[config.mk]
export PLATFORM = sky130hd
export DESIGN_NAME = tcc_unit
export DESIGN_NICKNAME = d
export VERILOG_FILES = /design/src/rtl/tcc_pkg.sv /design/src/rtl/tcc_edge_sync.sv /design/src/rtl/tcc_wave.sv /design/src/rtl/tcc_unit.sv
export SDC_FILE = /design/constraint.sdc
export NUM_CORES = 1
export LEC_CHECK = 0
export CORE_MARGIN = 10
export CORE_UTILIZATION = 50
export DETAILED_ROUTE_END_ITERATION = 8
export DONT_BUFFER_PORTS = 1
export HOLD_SLACK_MARGIN = 0.02
export PLACE_DENSITY_LB_ADDON = 0.12
export REMOVE_ABC_BUFFERS = 1
export SLEW_MARGIN = 25
export SYNTH_ARGS = -nofsm -noshare
export SYNTH_HDL_FRONTEND = slang
export SYNTH_SLANG_ARGS = --single-unit
[constraint.sdc]
create_clock -name clk -period 3.5 [get_ports clk]
set_clock_uncertainty 0.1 [all_clocks]
set_input_delay 0.35 -clock clk [delete_from_list [all_inputs] [get_ports clk]]
set_output_delay 0.35 -clock clk [all_outputs]
set_load 0.05 [all_outputs]
[src/rtl/tcc_pkg.sv]
package tcc_pkg;

    typedef enum logic [1:0] {
        WAVE_OFF   = 2'b00,
        WAVE_PWM   = 2'b01,
        WAVE_TGL_A = 2'b10,
        WAVE_TGL_B = 2'b11
    } wave_mode_e;

    typedef enum logic [1:0] {
        EDGE_NONE = 2'b00,
        EDGE_RISE = 2'b01,
        EDGE_FALL = 2'b10,
        EDGE_BOTH = 2'b11
    } edge_sel_e;

    typedef enum logic {
        MODE_CMP = 1'b0,
        MODE_CAP = 1'b1
    } unit_mode_e;

    localparam int unsigned NUM_PATHS = 2;
    localparam int unsigned NUM_EVT   = 2 * NUM_PATHS;

endpackage

[src/rtl/tcc_edge_sync.sv]
module tcc_edge_sync
    import tcc_pkg::*;
#(
    parameter int unsigned SYNC_STAGES = 2
) (
    input  logic       clk,
    input  logic       rst_n,
    input  logic       pin_i,
    input  logic [1:0] sel_i,
    output logic       pulse_o
);

    localparam int unsigned TOP = SYNC_STAGES - 1;

    typedef struct packed {
        logic [SYNC_STAGES-1:0] chain;
        logic                   last;
    } sync_state_t;

    sync_state_t st_d, st_q;
    logic rise, fall;

    always_comb begin
        st_d       = st_q;
        st_d.chain = {st_q.chain[SYNC_STAGES-2:0], pin_i};
        st_d.last  = st_q.chain[TOP];
    end

    always_ff @(posedge clk or negedge rst_n) begin
        if (!rst_n) st_q <= '0;
        else        st_q <= st_d;
    end

    assign rise = st_q.chain[TOP] & ~st_q.last;
    assign fall = ~st_q.chain[TOP] & st_q.last;

    always_comb begin
        unique case (edge_sel_e'(sel_i))
            EDGE_NONE: pulse_o = 1'b0;
            EDGE_RISE: pulse_o = rise;
            EDGE_FALL: pulse_o = fall;
            EDGE_BOTH: pulse_o = rise | fall;
            default:   pulse_o = 1'b0;
        endcase
    end

    AST_NO_EDGE_WHEN_OFF: assert property (@(posedge clk) disable iff (!rst_n)
        (sel_i == 2'b00) |-> !pulse_o);

endmodule

[src/rtl/tcc_wave.sv]
module tcc_wave
    import tcc_pkg::*;
(
    input  logic       clk,
    input  logic       rst_n,
    input  logic       clear_i,
    input  logic       run_i,
    input  logic [1:0] ctl_i,
    input  logic       inv_i,
    input  logic       hit_a_i,
    input  logic       hit_b_i,
    output logic       wave_o
);

    typedef struct packed {
        logic raw;
    } wave_state_t;

    wave_state_t st_d, st_q;

    always_comb begin
        st_d = st_q;
        if (clear_i || !run_i) begin
            st_d.raw = 1'b0;
        end else begin
            unique case (wave_mode_e'(ctl_i))
                WAVE_OFF:   st_d.raw = 1'b0;
                WAVE_PWM: begin
                    if (hit_b_i)      st_d.raw = 1'b0;
                    else if (hit_a_i) st_d.raw = 1'b1;
                end
                WAVE_TGL_A: if (hit_a_i) st_d.raw = ~st_q.raw;
                WAVE_TGL_B: if (hit_b_i) st_d.raw = ~st_q.raw;
                default:    st_d.raw = 1'b0;
            endcase
        end
    end

    always_ff @(posedge clk or negedge rst_n) begin
        if (!rst_n) st_q <= '0;
        else        st_q <= st_d;
    end

    assign wave_o = st_q.raw ^ inv_i;

    AST_OFF_MODE_LOW: assert property (@(posedge clk) disable iff (!rst_n)
        (ctl_i == 2'b00) |=> (wave_o == inv_i));
    AST_CLEAR_IDLE: assert property (@(posedge clk) disable iff (!rst_n)
        clear_i |=> (wave_o == inv_i));
    AST_PWM_TIE_LOW: assert property (@(posedge clk) disable iff (!rst_n)
        (run_i && ctl_i == 2'b01 && hit_b_i) |=> (wave_o == inv_i));

endmodule

[src/rtl/tcc_unit.sv]
module tcc_unit
    import tcc_pkg::*;
#(
    parameter int unsigned CNT_W       = 16,
    parameter int unsigned SYNC_STAGES = 2
) (
    input  logic             clk,
    input  logic             rst_n,
    input  logic [CNT_W-1:0] cnt_own_i,
    input  logic [CNT_W-1:0] cnt_alt_i,
    input  logic             cnt_sel_i,
    input  logic             mode_i,
    input  logic [CNT_W-1:0] cmp_a_i,
    input  logic [CNT_W-1:0] cmp_b_i,
    input  logic [1:0]       wave_a_ctl_i,
    input  logic [1:0]       wave_b_ctl_i,
    input  logic             wave_a_inv_i,
    input  logic             wave_b_inv_i,
    input  logic             trig_a_i,
    input  logic             trig_b_i,
    input  logic [1:0]       edge_a_sel_i,
    input  logic [1:0]       edge_b_sel_i,
    input  logic             cap_a_rd_i,
    input  logic             cap_b_rd_i,
    input  logic [3:0]       irq_en_i,
    input  logic [3:0]       flag_clr_i,
    output logic             wave_a_o,
    output logic             wave_b_o,
    output logic [CNT_W-1:0] cap_a_o,
    output logic [CNT_W-1:0] cap_b_o,
    output logic [3:0]       flags_o,
    output logic [1:0]       ovr_o,
    output logic             irq_o
);

    localparam int unsigned CAP_FLAG0 = NUM_PATHS;

    typedef struct packed {
        unit_mode_e                            mode;
        logic [NUM_EVT-1:0]                    flags;
        logic [NUM_PATHS-1:0]                  ovr;
        logic [NUM_PATHS-1:0]                  unread;
        logic [NUM_PATHS-1:0][CNT_W-1:0]       cap;
    } unit_state_t;

    unit_state_t st_d, st_q;

    logic [CNT_W-1:0]     cnt;
    logic                 mode_chg;
    logic                 cmp_live;
    logic                 cap_live;
    logic                 hit_a, hit_b;
    logic [NUM_PATHS-1:0] trig;
    logic [NUM_PATHS-1:0] rd;
    logic [NUM_PATHS-1:0][1:0] esel;
    logic [NUM_PATHS-1:0] edge_pulse;
    logic [NUM_PATHS-1:0] cap_evt;
    logic [NUM_EVT-1:0]   events;

    assign cnt      = cnt_sel_i ? cnt_alt_i : cnt_own_i;
    assign mode_chg = (unit_mode_e'(mode_i) != st_q.mode);
    assign cmp_live = (st_q.mode == MODE_CMP) && !mode_chg;
    assign cap_live = (st_q.mode == MODE_CAP) && !mode_chg;
    assign hit_a    = cmp_live && (cnt == cmp_a_i);
    assign hit_b    = cmp_live && (cnt == cmp_b_i);

    assign trig = {trig_b_i, trig_a_i};
    assign rd   = {cap_b_rd_i, cap_a_rd_i};
    assign esel = {edge_b_sel_i, edge_a_sel_i};

    genvar gp;
    generate
        for (gp = 0; gp < NUM_PATHS; gp++) begin : g_path
            tcc_edge_sync #(.SYNC_STAGES(SYNC_STAGES)) u_sync (
                .clk     (clk),
                .rst_n   (rst_n),
                .pin_i   (trig[gp]),
                .sel_i   (esel[gp]),
                .pulse_o (edge_pulse[gp])
            );
            assign cap_evt[gp] = cap_live & edge_pulse[gp];
        end
    endgenerate

    assign events = {cap_evt, hit_b, hit_a};

    tcc_wave u_wave_a (
        .clk     (clk),
        .rst_n   (rst_n),
        .clear_i (mode_chg),
        .run_i   (cmp_live),
        .ctl_i   (wave_a_ctl_i),
        .inv_i   (wave_a_inv_i),
        .hit_a_i (hit_a),
        .hit_b_i (hit_b),
        .wave_o  (wave_a_o)
    );

    tcc_wave u_wave_b (
        .clk     (clk),
        .rst_n   (rst_n),
        .clear_i (mode_chg),
        .run_i   (cmp_live),
        .ctl_i   (wave_b_ctl_i),
        .inv_i   (wave_b_inv_i),
        .hit_a_i (hit_a),
        .hit_b_i (hit_b),
        .wave_o  (wave_b_o)
    );

    always_comb begin
        st_d = st_q;
        if (mode_chg) begin
            st_d.mode   = unit_mode_e'(mode_i);
            st_d.flags  = '0;
            st_d.ovr    = '0;
            st_d.unread = '0;
        end else begin
            st_d.flags = (st_q.flags & ~flag_clr_i) | events;
            for (int p = 0; p < NUM_PATHS; p++) begin
                if (cap_evt[p]) begin
                    st_d.cap[p]    = cnt;
                    st_d.unread[p] = 1'b1;
                end else if (rd[p]) begin
                    st_d.unread[p] = 1'b0;
                end
                if (cap_evt[p] && st_q.unread[p] && !rd[p]) begin
                    st_d.ovr[p] = 1'b1;
                end else if (flag_clr_i[CAP_FLAG0 + p]) begin
                    st_d.ovr[p] = 1'b0;
                end
            end
        end
    end

    always_ff @(posedge clk or negedge rst_n) begin
        if (!rst_n) st_q <= '{mode: MODE_CMP, default: '0};
        else        st_q <= st_d;
    end

    assign cap_a_o = st_q.cap[0];
    assign cap_b_o = st_q.cap[1];
    assign flags_o = st_q.flags;
    assign ovr_o   = st_q.ovr;
    assign irq_o   = |(st_q.flags & irq_en_i);

    AST_CAP_MODE_NO_CMP_FLAG: assert property (@(posedge clk) disable iff (!rst_n)
        (st_q.mode == MODE_CAP) |-> (st_q.flags[1:0] == 2'b00));
    AST_FLAG_STICKY: assert property (@(posedge clk) disable iff (!rst_n)
        !mode_chg |=> ((($past(st_q.flags) & ~$past(flag_clr_i)) & ~st_q.flags) == '0));
    AST_MODE_SWITCH_CLEAN: assert property (@(posedge clk) disable iff (!rst_n)
        mode_chg |=> (st_q.flags == '0 && st_q.ovr == '0));
    AST_CAP_A_HOLD: assert property (@(posedge clk) disable iff (!rst_n)
        !cap_evt[0] |=> $stable(cap_a_o));
    AST_CAP_B_HOLD: assert property (@(posedge clk) disable iff (!rst_n)
        !cap_evt[1] |=> $stable(cap_b_o));
    AST_OVR_A_CAUSE: assert property (@(posedge clk) disable iff (!rst_n)
        $rose(ovr_o[0]) |-> $past(cap_evt[0]));
    AST_OVR_B_CAUSE: assert property (@(posedge clk) disable iff (!rst_n)
        $rose(ovr_o[1]) |-> $past(cap_evt[1]));
    AST_IRQ_MASKED: assert property (@(posedge clk) disable iff (!rst_n)
        (irq_en_i == 4'b0000) |-> !irq_o);

endmodule

Word-level counts from Yosys, hierarchy flattened
Index checks and enable logic that the tools add are counted.
{ "word_totals": {"wordCells": 105, "register_bits": 49, "inputBits": 90} }
{ "op_classes": {"n_mux": 22, "reduce_logical": 26, "bitwise_logic": 22, "n_eq_ne": 21} }
{ "ops": {"columns": ["op", "n"], "rows": [
  ["16-bit == test", 2],
  ["2-bit == test, second input constant", 8],
  ["1-bit two-way mux", 16],
  ["16-bit two-way mux", 1],
  ["1-bit case mux with 4 select lines", 4],
  ["3-bit nonzero test", 4],
  ["4-bit bitwise AND", 2],
  ["2-bit by 1-bit == test with 1-bit output, second input constant", 4],
  ["1-bit logical AND", 8],
  ["2-bit logical NOT", 4],
  ["8-bit two-way mux", 1],
  ["1-bit NOT", 8],
  ["1-bit bitwise AND", 6],
  ["3-bit by 2-bit inequality test with 1-bit output, second input constant", 2],
  ["3-bit inequality test, second input constant", 2],
  ["3-bit AND reduction", 2],
  ["1-bit logical NOT", 4],
  ["4-bit by 3-bit inequality test with 1-bit output, second input constant", 1],
  ["4-bit inequality test, second input constant", 1],
  ["4-bit NOT", 1],
  ["4-bit bitwise OR", 1],
  ["2-bit AND reduction", 2],
  ["4-bit OR reduction", 1],
  ["1-bit bitwise OR", 2],
  ["3 further kinds", 4]
]} }

Logic depth before layout (Yosys ltp)
{ "logic_depth": {"depth_word": 9, "ltp_mapped": 9, "mapped_depth_nobuf": 8} }

By module
Synthesis repeated with hierarchy kept, for this count alone.
{ "hier_totals": {"hier_cells": 305, "area_unflattened_um2": 3037.9} }
{ "modules_own_cells": {"columns": ["module", "area_per_inst_um2", "instances", "cells_per_inst"], "rows": [
  ["tcc_unit", 2590.0, 1, 261],
  ["tcc_edge_sync", 133.9, 2, 12],
  ["tcc_wave", 90.1, 2, 10]
]} }

Worst setup path before layout
OpenSTA, ideal clock, no wires.
{ "synth_timing": {"path_type": "input-to-reg", "start": "in cnt_sel_i", "end": "reg u_wave_a.st_q", "path_stages": 8, "n_path_buf": 2, "arrival_ns": 2.035, "setup_time_ns": 0.126, "setup_slack_ns": 1.239, "cell_sequence": "buf_6 -> buf_12 -> mux2i_2 -> xnor2_1 -> nor4_1 -> nand4_2 -> mux2i_1 -> a311o_1"} }
{ "synth_via": {"elab_chain_cells": 6, "word_cells_on_any_way": 12, "cone_classes": "eq/ne (5); mux (4); reduce/logical (3)"} }
{ "synth_lines": {"columns": ["item", "line_no", "source"], "rows": [
  ["start: declaration", "tcc_unit.sv:11", "input logic cnt_sel_i,"],
  ["16-bit two-way mux *", "tcc_unit.sv:60", "assign cnt = cnt_sel_i ? cnt_alt_i : cnt_own_i;"],
  ["16-bit == test", "tcc_unit.sv:65", "assign hit_b = cmp_live && (cnt == cmp_b_i);"],
  ["1-bit logical AND", "tcc_unit.sv:65", null],
  ["1-bit two-way mux", "tcc_wave.sv:29", "if (hit_b_i) st_d.raw = 1'b0;"],
  ["1-bit case mux with 4 select lines", "tcc_wave.sv:26", "unique case (wave_mode_e'(ctl_i))"],
  ["1-bit two-way mux", "tcc_wave.sv:23", "if (clear_i || !run_i) begin"],
  ["end signal: assignment", "tcc_wave.sv:41", "else st_q <= st_d;"],
  ["end: declaration", "tcc_wave.sv:19", "wave_state_t st_d, st_q;"]
]} }
Every way passes the cells marked *; elsewhere a longest branch is shown, timed or not.
A chain may end at the register's enable or synchronous reset.

Final worst setup path
{ "layout_timing": {"start": "reg st_q[40] (netlist bit)", "end": "reg u_wave_a.st_q"} }
{ "layout_via": {"elab_chain_cells": 7, "word_cells_on_any_way": 15, "cone_classes": "eq/ne (4); mux (3); bitwise (1); reduce/logical (7)"} }
{ "layout_lines": {"columns": ["item", "line_no", "source"], "rows": [
  ["start: declaration", "tcc_unit.sv:46", "unit_state_t st_d, st_q;"],
  ["start signal: assignment", "tcc_unit.sv:138", "else st_q <= st_d;"],
  ["1-bit inequality test", "tcc_unit.sv:61", "assign mode_chg = (unit_mode_e'(mode_i) != st_q.mode);"],
  ["1-bit logical NOT", "tcc_unit.sv:62", "assign cmp_live = (st_q.mode == MODE_CMP) && !mode_chg;"],
  ["1-bit logical AND", "tcc_unit.sv:62", null],
  ["1-bit logical AND or 1-bit logical NOT (tied branches)", "tcc_unit.sv:65, tcc_wave.sv:23", null],
  ["1-bit two-way mux or 1-bit logical OR (tied branches)", "tcc_wave.sv:29, tcc_wave.sv:23", null],
  ["1-bit case mux with 4 select lines (tied with other cells)", "tcc_wave.sv:26", null],
  ["1-bit two-way mux or 3-bit AND reduction (tied branches)", null, null]
]} }
Parallel ways exist; a longest one is shown, timed or not.

==> tab_implementation.tex <==
\begin{tabular}{lr}
\hline
Metric & Value \\
\hline
\multicolumn{2}{l}{\textbf{Synthesis}} \\
Yosys warns & 0 \\
Register bit total from synthesis & 49 \\
Most common cell in the netlist & sky130\_fd\_sc\_hd\_\_dfrtp\_1 \\
Synth top area cells & sky130\_fd\_sc\_hd\_\_dfrtp\_1 (41\%), sky130\_fd\_sc\_hd\_\_buf\_4 (9.5\%), sky130\_fd\_sc\_hd\_\_xnor2\_1 (8.8\%), sky130\_fd\_sc\_hd\_\_a21oi\_1 (6.4\%), sky130\_fd\_sc\_hd\_\_nor2\_1 (4.8\%) \\
Ys flop type & sky130\_fd\_sc\_hd\_\_dfrtp\_1 \\
Cell Area, Synth & 0.00299 mm2 \\
Fraction of post-synthesis cell area in the top cell type by area & 41.0\% \\
Synthesized instance count & 293 \\
Post-synth top cells & sky130\_fd\_sc\_hd\_\_dfrtp\_1 (49), sky130\_fd\_sc\_hd\_\_a21oi\_1 (38), sky130\_fd\_sc\_hd\_\_buf\_4 (38), sky130\_fd\_sc\_hd\_\_nor2\_1 (38), sky130\_fd\_sc\_hd\_\_xnor2\_1 (30) \\
Library cell occupying the most area in the post-synthesis netlist & sky130\_fd\_sc\_hd\_\_dfrtp\_1 \\
Syn\_area\_per\_cell & 10.2 um2 \\
Fraction of registers with async set or reset after synthesis & 100\% \\
Count of different cell masters after synthesis & 30 \\
Number of enable-type register cells in the synthesized netlist & 0 \\
Proportion of synthesized chip area in sequential cells & 41.0\% \\
\multicolumn{2}{l}{\textbf{Route}} \\
Residual antenna-violating net count after detailed routing & 0 \\
Remaining routing DRC violations & 0 \\
Number of DRC markers after the initial detailed-route iteration & 75 \\
Average detailed-routed wire length per instance & 21.2 um \\
Final WL & 7.09 mm \\
Via count of the routed design & 1830 \\
Number of optimization iterations in the first detailed-route pass & 4 \\
Vias per std cell & 5.46 \\
\multicolumn{2}{l}{\textbf{Floorplanning}} \\
Effective utilization at floorplan & 51.1\% \\
Area of the die & 0.00948 mm2 \\
Vertical die dimension & 97.4 um \\
Num rows & 28 \\
Die X & 97.4 um \\
Ports placed on the boundary & 131 \\
Placeable core region & 0.00585 mm2 \\
\multicolumn{2}{l}{\textbf{Global route}} \\
Wire length of the first global-routing pass & 11.0 mm \\
Number of antenna violations at the first check in global routing & 0 \\
Total overflow reported by the global router & 0 \\
Largest net degree at the start of global routing & 50 \\
Number of global-route vias before repair & 1908 \\
Total track usage & 14.5\% \\
\multicolumn{2}{l}{\textbf{Worst setup path}} \\
Kind of critical path & flop to flop \\
Minimum setup slack among reg-to-reg paths & 1.23 ns \\
Crit path capture type & flop \\
Crit path buf inv count & 1 \\
Maximum fanout along the worst path & 4 \\
Arrival time of the worst setup path & 2.36 ns \\
Element type at the critical path start & flop \\
Critical path launch point & st\_q[40] \\
Cell chain of the critical path & inv\_1, ha\_1, nand3b\_1, a2111oi\_2, nand4\_2, mux2i\_1, a311o\_1 \\
Crit-path max cell delay & 0.42 ns \\
Reg2reg path depth & 7 \\
Slowest CP cell & sky130\_fd\_sc\_hd\_\_a2111oi\_2 \\
Capture point of the critical path & u\_wave\_a.st\_q \\
Critical path required time & 3.59 ns \\
Worst r2r src & st\_q[40] \\
Stages on worst setup path & 7 \\
Kind of cell adding the most delay to the critical path & compound AO/OA/AOI/OAI gates \\
Worst flop-to-flop path endpoint & u\_wave\_a.st\_q \\
\multicolumn{2}{l}{\textbf{STA}} \\
Fin crit period & 2.27 ns \\
Relative slew slack & 31.0\% \\
Summed negative setup slack over all endpoints & 0 ns \\
Fmax achieved & 441 MHz \\
Unrepaired setup endpoints after global routing & false \\
Number of hold violations in the final report & 0 \\
Final slew viol count & 0 \\
Slack of the critical path & 1.23 ns \\
Pin slew with the least headroom to its limit & 1.03 ns \\
Final worst path period share & 64.8\% \\
Count of endpoints failing setup in the final report & 0 \\
\multicolumn{2}{l}{\textbf{Flow run}} \\
Maximum capacitance violations & 0 \\
\multicolumn{2}{l}{\textbf{Min path}} \\
Hold WC Path Type & input pin to flop \\
\multicolumn{2}{l}{\textbf{Clock tree}} \\
Post-CTS Setup Bufs & 0 \\
Number of buffers inserted for hold repair after clock tree synthesis & 4 \\
Clock insertion delay at the later pin of the skew report & 0.31 ns \\
CTS tree & done \\
Level count of the clock H-tree & 2 \\
Number of buffers on the longest clock path & 2 \\
Total number of clock tree sinks & 49 \\
Root Buffer Master & sky130\_fd\_sc\_hd\_\_clkbuf\_8 \\
Clock slew at the register clock pins of the worst setup and hold paths & 0.10 ns \\
Post-CTS resize count & 0 \\
Num CTS Buffers & 5 \\
\multicolumn{2}{l}{\textbf{Placed design}} \\
GPL Wtd Cong & 0.758 \\
Setup slack after placement & 1.15 ns \\
Port bufs & 0 \\
Total half-perimeter wirelength after legalization and detailed placement & 5.62 mm \\
\multicolumn{2}{l}{\textbf{Final layout}} \\
Fraction of final layout cells with drive strength greater than 1 & 12.3\% \\
Final-stage net count & 356 \\
Synth-to-Final Area Change & -2.68\% \\
Diode count & 0 \\
Fillers & 573 \\
\multicolumn{2}{l}{\textbf{Outcome}} \\
Result of the run & finished, final reports clean \\
\multicolumn{2}{l}{\textbf{Pwr}} \\
Max rail drop VDD & 0.479 mV \\
Total power & 2360 uW \\
Cell Pwr Density & 812 mW/mm2 \\
Static leakage & 0.00120 uW \\
\hline
\end{tabular}
power breakdown:
group | total (uW) | leakage [uW] | switching (uW) | internal, uW
Combinational | 414 | 0.000556 | 227 | 187
Sequential | 1610 | 0.000592 | 852 | 755
Clock | 342 | 0.0000481 | 199 | 142
Total | 2360 | 0.00120 | 1280 | 1080
stage by stage:
stage | cell area, um2 | utilization, % | std cells | hold slack [ns]
final | 2910 | 49.8 | 335 | 0.0557
after global routing | 2910 | 49.8 | 335 | 0.0564
after global placement | 2760 | 47.2 | 323 | -0.0431
after floorplan | 2650 | - | 246 | -0.0456
after detailed placement | 2760 | 47.2 | 323 | -0.0427
after CTS | 2910 | 49.8 | 335 | 0.0505
state kept, by name, summed over array words and instances, names as in the netlist:
signal	flops
u_wave_b.st_q	1
st_q	3
cap_a_o	16
g_path.u_sync.st_q	2
g_path.u_sync.st_d	4
flags_o	4
cap_b_o	16
u_wave_a.st_q	1
ovr_o	2
placed cells by master (no fill, tap or decap):
master	Yosys	layout
sky130_fd_sc_hd__dfrtp_1	49	49
sky130_fd_sc_hd__a21oi_1	38	38
sky130_fd_sc_hd__nor2_1	38	36
sky130_fd_sc_hd__xnor2_1	30	30
sky130_fd_sc_hd__mux2i_1	9	9
sky130_fd_sc_hd__inv_1	8	8
sky130_fd_sc_hd__nand2b_1	8	8
sky130_fd_sc_hd__nand2_1	8	8
sky130_fd_sc_hd__ha_1	7	7
sky130_fd_sc_hd__mux2i_4	6	6
sky130_fd_sc_hd__nor2b_1	6	6
sky130_fd_sc_hd__nand3_1	6	6
sky130_fd_sc_hd__mux2i_2	5	5
sky130_fd_sc_hd__clkbuf_8	0	5
sky130_fd_sc_hd__nand3b_1	4	4
sky130_fd_sc_hd__o21ai_0	3	3
sky130_fd_sc_hd__nor4_2	3	3
sky130_fd_sc_hd__nor4_1	3	3
sky130_fd_sc_hd__dlygate4sd3_1	0	3
sky130_fd_sc_hd__a21boi_0	2	2
sky130_fd_sc_hd__nand4_2	2	2
sky130_fd_sc_hd__a22oi_1	2	2
sky130_fd_sc_hd__xor2_1	2	2
sky130_fd_sc_hd__nor2_2	0	2
sky130_fd_sc_hd__a2bb2oi_1	2	2
sky130_fd_sc_hd__a311o_1	2	2
sky130_fd_sc_hd__clkinv_4	0	2
sky130_fd_sc_hd__buf_4	38	2
sky130_fd_sc_hd__a2111oi_4	1	1
sky130_fd_sc_hd__a2111oi_2	1	1
sky130_fd_sc_hd__nor2b_4	1	1
sky130_fd_sc_hd__clkinv_2	0	1
sky130_fd_sc_hd__buf_16	0	1
worst min-delay path by stage:
stage               cells past startpoint          end    from  slack, ns
finish                                  2     st_q[40]  mode_i       0.06
global placement                        0  cap_a_o[15]   rst_n      -0.04
CTS                                     2     st_q[40]  mode_i       0.05
detailed placement                      0   cap_a_o[7]   rst_n      -0.04
floorplan                               0   cap_a_o[0]   rst_n      -0.05
global route                            2     st_q[40]  mode_i       0.06
worst register-to-register path: stages (launching register included):
cell	delay (ns)
sky130_fd_sc_hd__dfrtp_1	0.39
sky130_fd_sc_hd__inv_1	0.09
sky130_fd_sc_hd__ha_1	0.25
sky130_fd_sc_hd__nand3b_1	0.12
sky130_fd_sc_hd__a2111oi_2	0.42
sky130_fd_sc_hd__nand4_2	0.28
sky130_fd_sc_hd__mux2i_1	0.19
sky130_fd_sc_hd__a311o_1	0.31
logic make-up (layout without fill, tap and decap cells):
group                      Yosys count  count (layout)  synth area share (%)
adders and majority gates            7               7                  2.93
and+or+nand+nor                     79              79                  13.9
muxes                               20              20                  9.83
buffers and inverters               55              22                  12.5
xor gates and xnor gates            32              32                  9.37
AOI/OAI and AO/OA                   51              51                  10.5
DFF                                 49              49                  41.0
cell type report:
type	instances	area, um2	area share (%)
tap	75	93.8	3.22
multi-input combinational	189	1400	48.0
sequential	49	1230	42.1
clock buffer	5	68.8	2.36
inverter	8	30.0	1.03
timing repair buffer	6	72.6	2.49
clock inverter	3	22.5	0.774
per-layer routing:
layer  track usage (%)  part of all wire [%]  up-vias
li1                  -                     -      883
met2              23.5                    48       80
met5                 0                     0        -
met3              8.96                    13        6
met1              15.6                    38      861
met4              3.36                  0.87        0
No activity file was read; power rests on OpenSTA's default activity.
